==> src/rtl/slp_pkg.sv <==
package slp_pkg;

    typedef enum logic [1:0] {
        SLP_ACTIVE = 2'd0,
        SLP_ENTER  = 2'd1,
        SLP_SLEEP  = 2'd2,
        SLP_WAKE   = 2'd3
    } slp_state_e;

    function automatic int slp_cnt_width(input int a, input int b);
        int m;
        m = (a > b) ? a : b;
        return (m < 2) ? 1 : $clog2(m);
    endfunction

endpackage

==> src/rtl/slp_sync.sv <==
module slp_sync #(
    parameter int STAGES = 2
) (
    input  logic clk,
    input  logic rst_n,
    input  logic din,
    output logic dout
);
    typedef struct packed {
        logic [STAGES-1:0] chain;
    } sync_t;

    sync_t r_d, r_q;

    always_comb begin
        r_d = r_q;
        r_d.chain = {r_q.chain[STAGES-2:0], din};
    end

    always_ff @(posedge clk or negedge rst_n) begin
        if (!rst_n) r_q <= '0;
        else        r_q <= r_d;
    end

    assign dout = r_q.chain[STAGES-1];

    initial begin
        assert (STAGES >= 2) else $error("synchroniser needs two or more stages");
    end
endmodule

==> src/rtl/slp_seq.sv <==
module slp_seq
    import slp_pkg::*;
#(
    parameter int ENTRY_CYCLES = 2,
    parameter int EXIT_CYCLES  = 2
) (
    input  logic clk,
    input  logic rst_n,
    input  logic req_s,
    output logic asleep,
    output logic waking,
    output logic entry_start
);
    localparam int CNT_W = slp_cnt_width(ENTRY_CYCLES, EXIT_CYCLES);
    localparam logic [CNT_W-1:0] ENTRY_LOAD = CNT_W'(ENTRY_CYCLES - 1);
    localparam logic [CNT_W-1:0] EXIT_LOAD  = CNT_W'(EXIT_CYCLES - 1);

    typedef struct packed {
        slp_state_e       st;
        logic [CNT_W-1:0] cnt;
    } seq_t;

    seq_t s_d, s_q;

    always_comb begin
        s_d = s_q;
        unique case (s_q.st)
            SLP_ACTIVE: begin
                if (req_s) begin
                    s_d.st  = SLP_ENTER;
                    s_d.cnt = ENTRY_LOAD;
                end
            end
            SLP_ENTER: begin
                if (!req_s) begin
                    s_d.st  = SLP_ACTIVE;
                    s_d.cnt = '0;
                end else if (s_q.cnt == '0) begin
                    s_d.st = SLP_SLEEP;
                end else begin
                    s_d.cnt = s_q.cnt - 1'b1;
                end
            end
            SLP_SLEEP: begin
                if (!req_s) begin
                    s_d.st  = SLP_WAKE;
                    s_d.cnt = EXIT_LOAD;
                end
            end
            SLP_WAKE: begin
                if (req_s) begin
                    s_d.st  = SLP_SLEEP;
                    s_d.cnt = '0;
                end else if (s_q.cnt == '0) begin
                    s_d.st = SLP_ACTIVE;
                end else begin
                    s_d.cnt = s_q.cnt - 1'b1;
                end
            end
            default: s_d = '0;
        endcase
    end

    always_ff @(posedge clk or negedge rst_n) begin
        if (!rst_n) s_q <= '{st: SLP_ACTIVE, cnt: '0};
        else        s_q <= s_d;
    end

    assign asleep      = (s_q.st == SLP_SLEEP);
    assign waking      = (s_q.st == SLP_WAKE);
    assign entry_start = (s_q.st == SLP_ACTIVE) && req_s;

    // Sleep is only ever reached while the synchronised request was high.
    assert_entry_from_req_R2: assert property (@(posedge clk) disable iff (!rst_n)
        $rose(asleep) |-> $past(req_s));

    // The wake window only follows a sleep period.
    assert_wake_after_sleep_R4: assert property (@(posedge clk) disable iff (!rst_n)
        $rose(waking) |-> $past(asleep));

    // Asleep and waking never overlap.
    assert_phase_excl_R3: assert property (@(posedge clk) disable iff (!rst_n)
        $onehot0({asleep, waking}));

    initial begin
        assert (ENTRY_CYCLES >= 1 && EXIT_CYCLES >= 1) else $error("latencies must be at least one");
    end
endmodule

==> src/rtl/slp_guard.sv <==
module slp_guard (
    input  logic clk,
    input  logic rst_n,
    input  logic asleep,
    input  logic waking,
    input  logic entry_start,
    input  logic ops_busy,
    input  logic cmd_valid,
    input  logic cmd_sel,
    input  logic cmd_write,
    output logic cmd_go,
    output logic cmd_go_write,
    output logic illegal
);
    typedef struct packed {
        logic flag;
    } grd_t;

    grd_t g_d, g_q;
    logic sel_cmd;
    logic bad_write;
    logic bad_entry;

    always_comb begin
        sel_cmd   = cmd_valid && cmd_sel;
        bad_write = sel_cmd && cmd_write && (asleep || waking);
        bad_entry = entry_start && ops_busy;

        cmd_go       = sel_cmd && !asleep && !(waking && cmd_write);
        cmd_go_write = cmd_go && cmd_write;

        g_d = g_q;
        if (bad_write || bad_entry) g_d.flag = 1'b1;
    end

    always_ff @(posedge clk or negedge rst_n) begin
        if (!rst_n) g_q <= '0;
        else        g_q <= g_d;
    end

    assign illegal = g_q.flag;

    assert_sticky_flag_R7: assert property (@(posedge clk) disable iff (!rst_n)
        $past(illegal) |-> illegal);

    assert_write_flags_R6: assert property (@(posedge clk) disable iff (!rst_n)
        (asleep && cmd_valid && cmd_sel && cmd_write) |=> illegal);

    assert_read_passes_wake_R5: assert property (@(posedge clk) disable iff (!rst_n)
        (waking && cmd_valid && cmd_sel && !cmd_write) |-> cmd_go);

    assert_busy_entry_R8: assert property (@(posedge clk) disable iff (!rst_n)
        (entry_start && ops_busy) |=> illegal);
endmodule

==> src/rtl/slp_ctrl.sv <==
module slp_ctrl #(
    parameter int SYNC_STAGES  = 2,
    parameter int ENTRY_CYCLES = 2,
    parameter int EXIT_CYCLES  = 2
) (
    input  logic clk,
    input  logic rst_n,
    input  logic sleep_req,
    input  logic ops_busy,
    input  logic cmd_valid,
    input  logic cmd_sel,
    input  logic cmd_write,
    output logic cmd_go,
    output logic cmd_go_write,
    output logic sleep_status,
    output logic wake_busy,
    output logic out_disable,
    output logic in_gate,
    output logic illegal_cmd
);
    logic req_s;
    logic asleep;
    logic waking;
    logic entry_start;

    slp_sync #(.STAGES(SYNC_STAGES)) u_sync (
        .clk  (clk),
        .rst_n(rst_n),
        .din  (sleep_req),
        .dout (req_s)
    );

    slp_seq #(.ENTRY_CYCLES(ENTRY_CYCLES), .EXIT_CYCLES(EXIT_CYCLES)) u_seq (
        .clk        (clk),
        .rst_n      (rst_n),
        .req_s      (req_s),
        .asleep     (asleep),
        .waking     (waking),
        .entry_start(entry_start)
    );

    slp_guard u_guard (
        .clk         (clk),
        .rst_n       (rst_n),
        .asleep      (asleep),
        .waking      (waking),
        .entry_start (entry_start),
        .ops_busy    (ops_busy),
        .cmd_valid   (cmd_valid),
        .cmd_sel     (cmd_sel),
        .cmd_write   (cmd_write),
        .cmd_go      (cmd_go),
        .cmd_go_write(cmd_go_write),
        .illegal     (illegal_cmd)
    );

    assign sleep_status = asleep;
    assign wake_busy    = waking;
    assign out_disable  = asleep;
    assign in_gate      = asleep;

    // Nothing reaches the core while the outputs are disabled.
    assert_no_cmd_asleep_R3: assert property (@(posedge clk) disable iff (!rst_n)
        out_disable |-> !cmd_go && !cmd_go_write);
endmodule

==> config.mk <==
export PLATFORM = sky130hd
export DESIGN_NAME = slp_ctrl
export DESIGN_NICKNAME = d
export VERILOG_FILES = /design/src/rtl/slp_pkg.sv /design/src/rtl/slp_sync.sv /design/src/rtl/slp_seq.sv /design/src/rtl/slp_guard.sv /design/src/rtl/slp_ctrl.sv
export SDC_FILE = /design/constraint.sdc
export NUM_CORES = 1
export LEC_CHECK = 0
export ABC_AREA = 1
export ABC_CLOCK_PERIOD_IN_PS = 960
export BUFFER_PORTS_ARGS = -buffer_cell sky130_fd_sc_hd__clkbuf_2
export CORE_AREA = 4 4 41 43
export DETAILED_ROUTE_END_ITERATION = 8
export DIE_AREA = 0 0 45 47
export PLACE_DENSITY = 0.51
export SKIP_CTS_REPAIR_TIMING = 1
export SYNTH_ARGS = -nofsm -noshare
export SYNTH_HDL_FRONTEND = slang
export SYNTH_SLANG_ARGS = --single-unit
==> constraint.sdc <==
create_clock -name clk -period 0.96 [get_ports clk]
set_input_delay 0.192 -clock clk [delete_from_list [all_inputs] [get_ports clk]]
set_output_delay 0.192 -clock clk [all_outputs]
set_load 0.03 [all_outputs]
==> results.cfg, run 1 <==
[status]
outcome = finished with violations
violations = negative setup slack

[yosys]
async_reset_ff_frac = 1.00
yosys_most_used_dff = dfrtp_1
synth_fp_nets = 42
synth_edf_count = 0
synth_top_cell_area_share = 0.533
syn_area_um2 = 282
synth_area_leaders = dfrtp_1 53%, nand2_1 12%, inv_1 9.3%
yosysTopAreaCell = dfrtp_1
synthTopCellsByCount = 9 x nand2_1, 7 x inv_1, 6 x dfrtp_1
yosys_warnings = 0
netlist_instances = 35
seq_area_frac_synth = 0.533
avgSynthCellArea_um2 = 8.04
synth.distinct_cells = 12
synth.ff_latch_count = 6
synthMostInstantiatedCell = nand2_1

[drt]
vias = 271
drt-initial-drc-count = 5
wirelength_um = 574
first_pass_iters = 3
viasPerCell = 3.93
final_antenna_net_count = 0
drc_errors = 0
wl_per_cell_um = 8.32

[sta]
final_hold_viol_count = 0
fin_ws_ps = -311
maxSlewHeadroom = 0.867
worst_pin_slew_ps = 198
finalSetupViolCount = 9
drv_slew = 0
rsz0062_at_grt = yes
timing.final.crit_period_ps = 1270
fmax_mhz = 787
fin_skew_ps = 0.964
period_share = 1.32

[clock_network]
numCtsBuffers = 3
cts_sinks = 6
cts_tree = built
cts_buffer_depth = 2
htree_levels = 1
path_clk_slew_ps = 40
root_buffer = clkbuf_4
worstSkewPairLatency_ps = 240

[layout]
fillers = 136
seq_area_um2 = 150
final_cells = 69
fin_nets = 63
antenna_cells = 0
utilization = 0.376
finalInstanceArea_um2 = 489
post_route_cells_drive_above_1_share = 0.593
syn2layout_area_growth_pct = 73.8
multi_input_area_um2 = 119

[place]
hpwl_um = 445
dp_worst_setup_slack_ps = -125
dp_cells = 63
gp_congestion = 0.799
io_buffers = 13
postPlaceCellArea_um2 = 379

[die]
start_util = 0.216
core-area_mm2 = 0.00130
die_w_um = 45
chipHeight_um = 47
num_io_pins = 14
num_rows = 13
fp.dieArea_mm2 = 0.00212

[pwr]
vdd_drop_max_mv = 1.30
total_leakage_power_uw = 0.000263
power_density_mw_per_mm2 = 2930

[critical_path]
crit_chain = nand2_2 -> nand2_4 -> nor3_4 -> buf_6
crit_type = reg -> out
worstPathRequired_ps = 770
reg2reg_slack_ps = -70
worstPathMaxFanout = 3
end_kind = primary output
max_stage_delay_ps = 400
cpMaxStageDelayCell = dfrtp_1
startpoint_type = flop
arrival_ps = 1080

[global_route]
antenna_found_initial = 0
grt_pass1_wl_um = 855
grt_max_degree = 7
grt_pass1_vias = 237
overflow = 0
track_usage = 0.0605

[worst_hold_path]
hold_path.class = in -> reg

[run]
max-cap-violations = 0
-- layer usage --
metal	global-route usage	up-vias	part of all wire
met2	0.0904	16	0.46
met1	0.0581	113	0.39
li1	-	142	-
met3	0.0498	0	0.15
met5	0	-	0
met4	0.0351	0	0
-- critical path, delay by kind of cell (launching register included) --
kind	cells	cell delay, ps
DFF	1	400
buffers and inverters	1	150
and+or+nand+nor	3	290
-- report_power, final --
group          leakage (uW)  internal (uW)  switching [uW]
Sequential        0.0000688            321            47.5
Clock             0.0000138            141            79.2
Combinational      0.000180            370             474
-- cell usage in the layout (no fill, tap or decap) --
cell,synthesis,final
buf_6,0,7
inv_1,7,5
nor3_4,0,1
a21oi_2,0,1
nand3_2,0,1
dlygate4sd3_1,0,1
nand2_1,9,5
nor2_1,4,3
nand2_4,0,1
nand4_1,1,1
inv_2,1,3
dfrtp_1,6,6
o21ai_0,1,1
buf_4,2,4
nand2_2,1,4
nor2_2,0,1
clkbuf_2,0,6
clkbuf_4,0,3
-- metrics by stage --
stage	power, uW	setup TNS [ps]	hold WS [ps]
after global placement	974	-202	29.4
final	1430	-1570	59.7
after CTS	1210	-1680	-232
after global routing	1550	-2190	44.3
after floorplan	838	-358	-104
after detailed placement	979	-208	25.5
-- final timing paths --
kind	end	start	cells after the start
worst max-delay path	cmd_go_write	flop	4
worst min-delay path	u_sync.r_q[0]	sleep_req	1
worst max register to register	u_seq.s_q[0]	flop	6
worst min register to register	u_sync.r_q[1]	u_sync.r_q[0]	0
max in group asynchronous	u_guard.illegal	rst_n	2
min in group asynchronous	u_sync.r_q[0]	rst_n	2
-- kinds of logic (layout without fill, tap and decap cells) --
family                 count (synthesis)  count (layout)  share of synthesized area
AND/OR/NAND/NOR                       17              17                      0.271
buffers and inverters                 10              29                      0.160
AO/OA/AOI/OAI                          2               2                     0.0355
flip-flops                             6               6                      0.533
-- area by class of cell --
class / count / share of cell area
Multi-Input combinational cell: 19 / 0.243
Sequential cell: 6 / 0.307
Timing Repair Buffer: 18 / 0.304
Tap cell: 15 / 0.0384
Inverter: 8 / 0.0614
Clock buffer: 3 / 0.0460
No activity file was read; power rests on OpenSTA's default activity.
==> inputs of run 2 (changes only) <==
--- a/config.mk
+++ b/config.mk
@@ -8,10 +8,11 @@
 export ABC_AREA = 1
 export ABC_CLOCK_PERIOD_IN_PS = 960
 export BUFFER_PORTS_ARGS = -buffer_cell sky130_fd_sc_hd__clkbuf_2
-export CORE_AREA = 4 4 41 43
+export CORE_AREA = 5 5 42 44
 export DETAILED_ROUTE_END_ITERATION = 8
-export DIE_AREA = 0 0 45 47
-export PLACE_DENSITY = 0.51
+export DIE_AREA = 0 0 47 49
+export GPL_TIMING_DRIVEN = 1
+export PLACE_DENSITY = 0.48
 export SKIP_CTS_REPAIR_TIMING = 1
 export SYNTH_ARGS = -nofsm -noshare
 export SYNTH_HDL_FRONTEND = slang
==> run 2 against run 1 <==
Effect of this change: the run still ends with negative setup slack left; clock-buffer cell count did not move; worst hold slack got worse by 7.8 ps; via count increased by 4.8%; largest cell class is now non-clock buffers; highest routed layer is now met4; largest power group unchanged.
==> results.cfg, run 2 (synthesized netlist as in run 1, its figures left out) <==
[drt]
final_antenna_net_count = 0
wl_per_cell_um = 8.26
viasPerCell = 3.94
drc_errors = 0
wirelength_um = 595
drt-initial-drc-count = 3
vias = 284
first_pass_iters = 2

[layout]
layout.cells.most_common = buf_6
final_cell_mix = 7 x buf_6, 6 x dfrtp_1, 6 x clkbuf_2, 6 x buf_4
multi_input_area_um2 = 121
post_route_cells_drive_above_1_share = 0.607
fin_nets = 65
fillers = 158
final_cells = 72
antenna_cells = 0
syn2layout_area_growth_pct = 80.4
seq_area_um2 = 150
utilization = 0.363

[sta]
worst_pin_slew_ps = 176
maxSlewHeadroom = 0.883
timing.final.crit_period_ps = 1290
finalSetupViolCount = 9
setup-tns-final_ps = -1520
period_share = 1.35
fmax_mhz = 773
rsz0062_at_grt = yes
final_hold_viol_count = 0
fin_skew_ps = 0.559
drv_slew = 0
fin_ws_ps = -333

[worst_hold_path]
hold_path.class = in -> reg

[pwr]
total_leakage_power_uw = 0.000269
vdd_drop_max_mv = 1.12
power_density_mw_per_mm2 = 2870

[place]
dp_cells = 66
gp_congestion = 0.775
hpwl_um = 474
io_buffers = 13

[clock_network]
path_clk_slew_ps = 50
cts_sinks = 6
cts_buffer_depth = 2
numCtsBuffers = 3
worstSkewPairLatency_ps = 240
root_buffer = clkbuf_4
htree_levels = 1
cts_tree = built

[die]
core-area_mm2 = 0.00140
die_w_um = 47
start_util = 0.201
num_rows = 14
chipHeight_um = 49
fp.dieArea_mm2 = 0.00230
num_io_pins = 14

[global_route]
grt_pass1_wl_um = 917
grt_max_degree = 7
grt_pass1_vias = 243
overflow = 0
antenna_found_initial = 0
track_usage = 0.0580

[critical_path]
worstPathRequired_ps = 770
startpoint_type = flop
worstPathMaxFanout = 4
crit_type = reg -> out
end_kind = primary output
arrival_ps = 1100

[status]
outcome = finished with violations
violations = negative setup slack

[run]
max-cap-violations = 0
run 2: power breakdown:
part	switching (uW)	internal, uW
clock	95.7	142
sequential	60.2	321
combinational	467	370
run 2: final timing paths:
path	start	to	slack, ps	cells past startpoint
setup / recovery	flop	cmd_go_write	-330	4
hold / removal	sleep_req	u_sync.r_q[0]	50	1
setup reg to reg	flop	u_seq.s_q[0]	-60	6
hold reg to reg	u_sync.r_q[0]	u_sync.r_q[1]	350	0
max in group asynchronous	rst_n	u_seq.s_q[1]	510	2
min in group asynchronous	rst_n	u_guard.illegal	300	2
run 2: critical path, stage by stage, from the launching register on:
cell and delay [ps]:
dfrtp_1 410, nand2_2 110, nand2_4 70, nor3_4 110
buf_6 150
run 2: per-layer routing:
layer  track usage  share of wire  vias up
met5             0              0        -
met4        0.0553          0.037        0
met3        0.0295           0.14        3
met2        0.0769           0.41       16
met1        0.0624           0.41      117
li1              -              -      148
run 2: stage by stage:
stage | instance area, um^2 | total power (uW) | setup WS [ps] | hold slack [ps]
final | 508 | 1460 | -333 | 51.9
after global routing | 508 | 1560 | -403 | 40.9
after CTS | 418 | 1240 | -410 | -241
after detailed placement | 395 | 996 | -136 | 26.0
after global placement | 395 | 992 | -117 | 25.8
after floorplan | 295 | 838 | -95.1 | -104
run 2: layout make-up:
class	count	share of cell area
clock buffers	3	0.0443
inverters	8	0.0591
multi-input cells	19	0.239
flip-flops and latches	6	0.296
well taps	16	0.0394
repair buffers	20	0.323
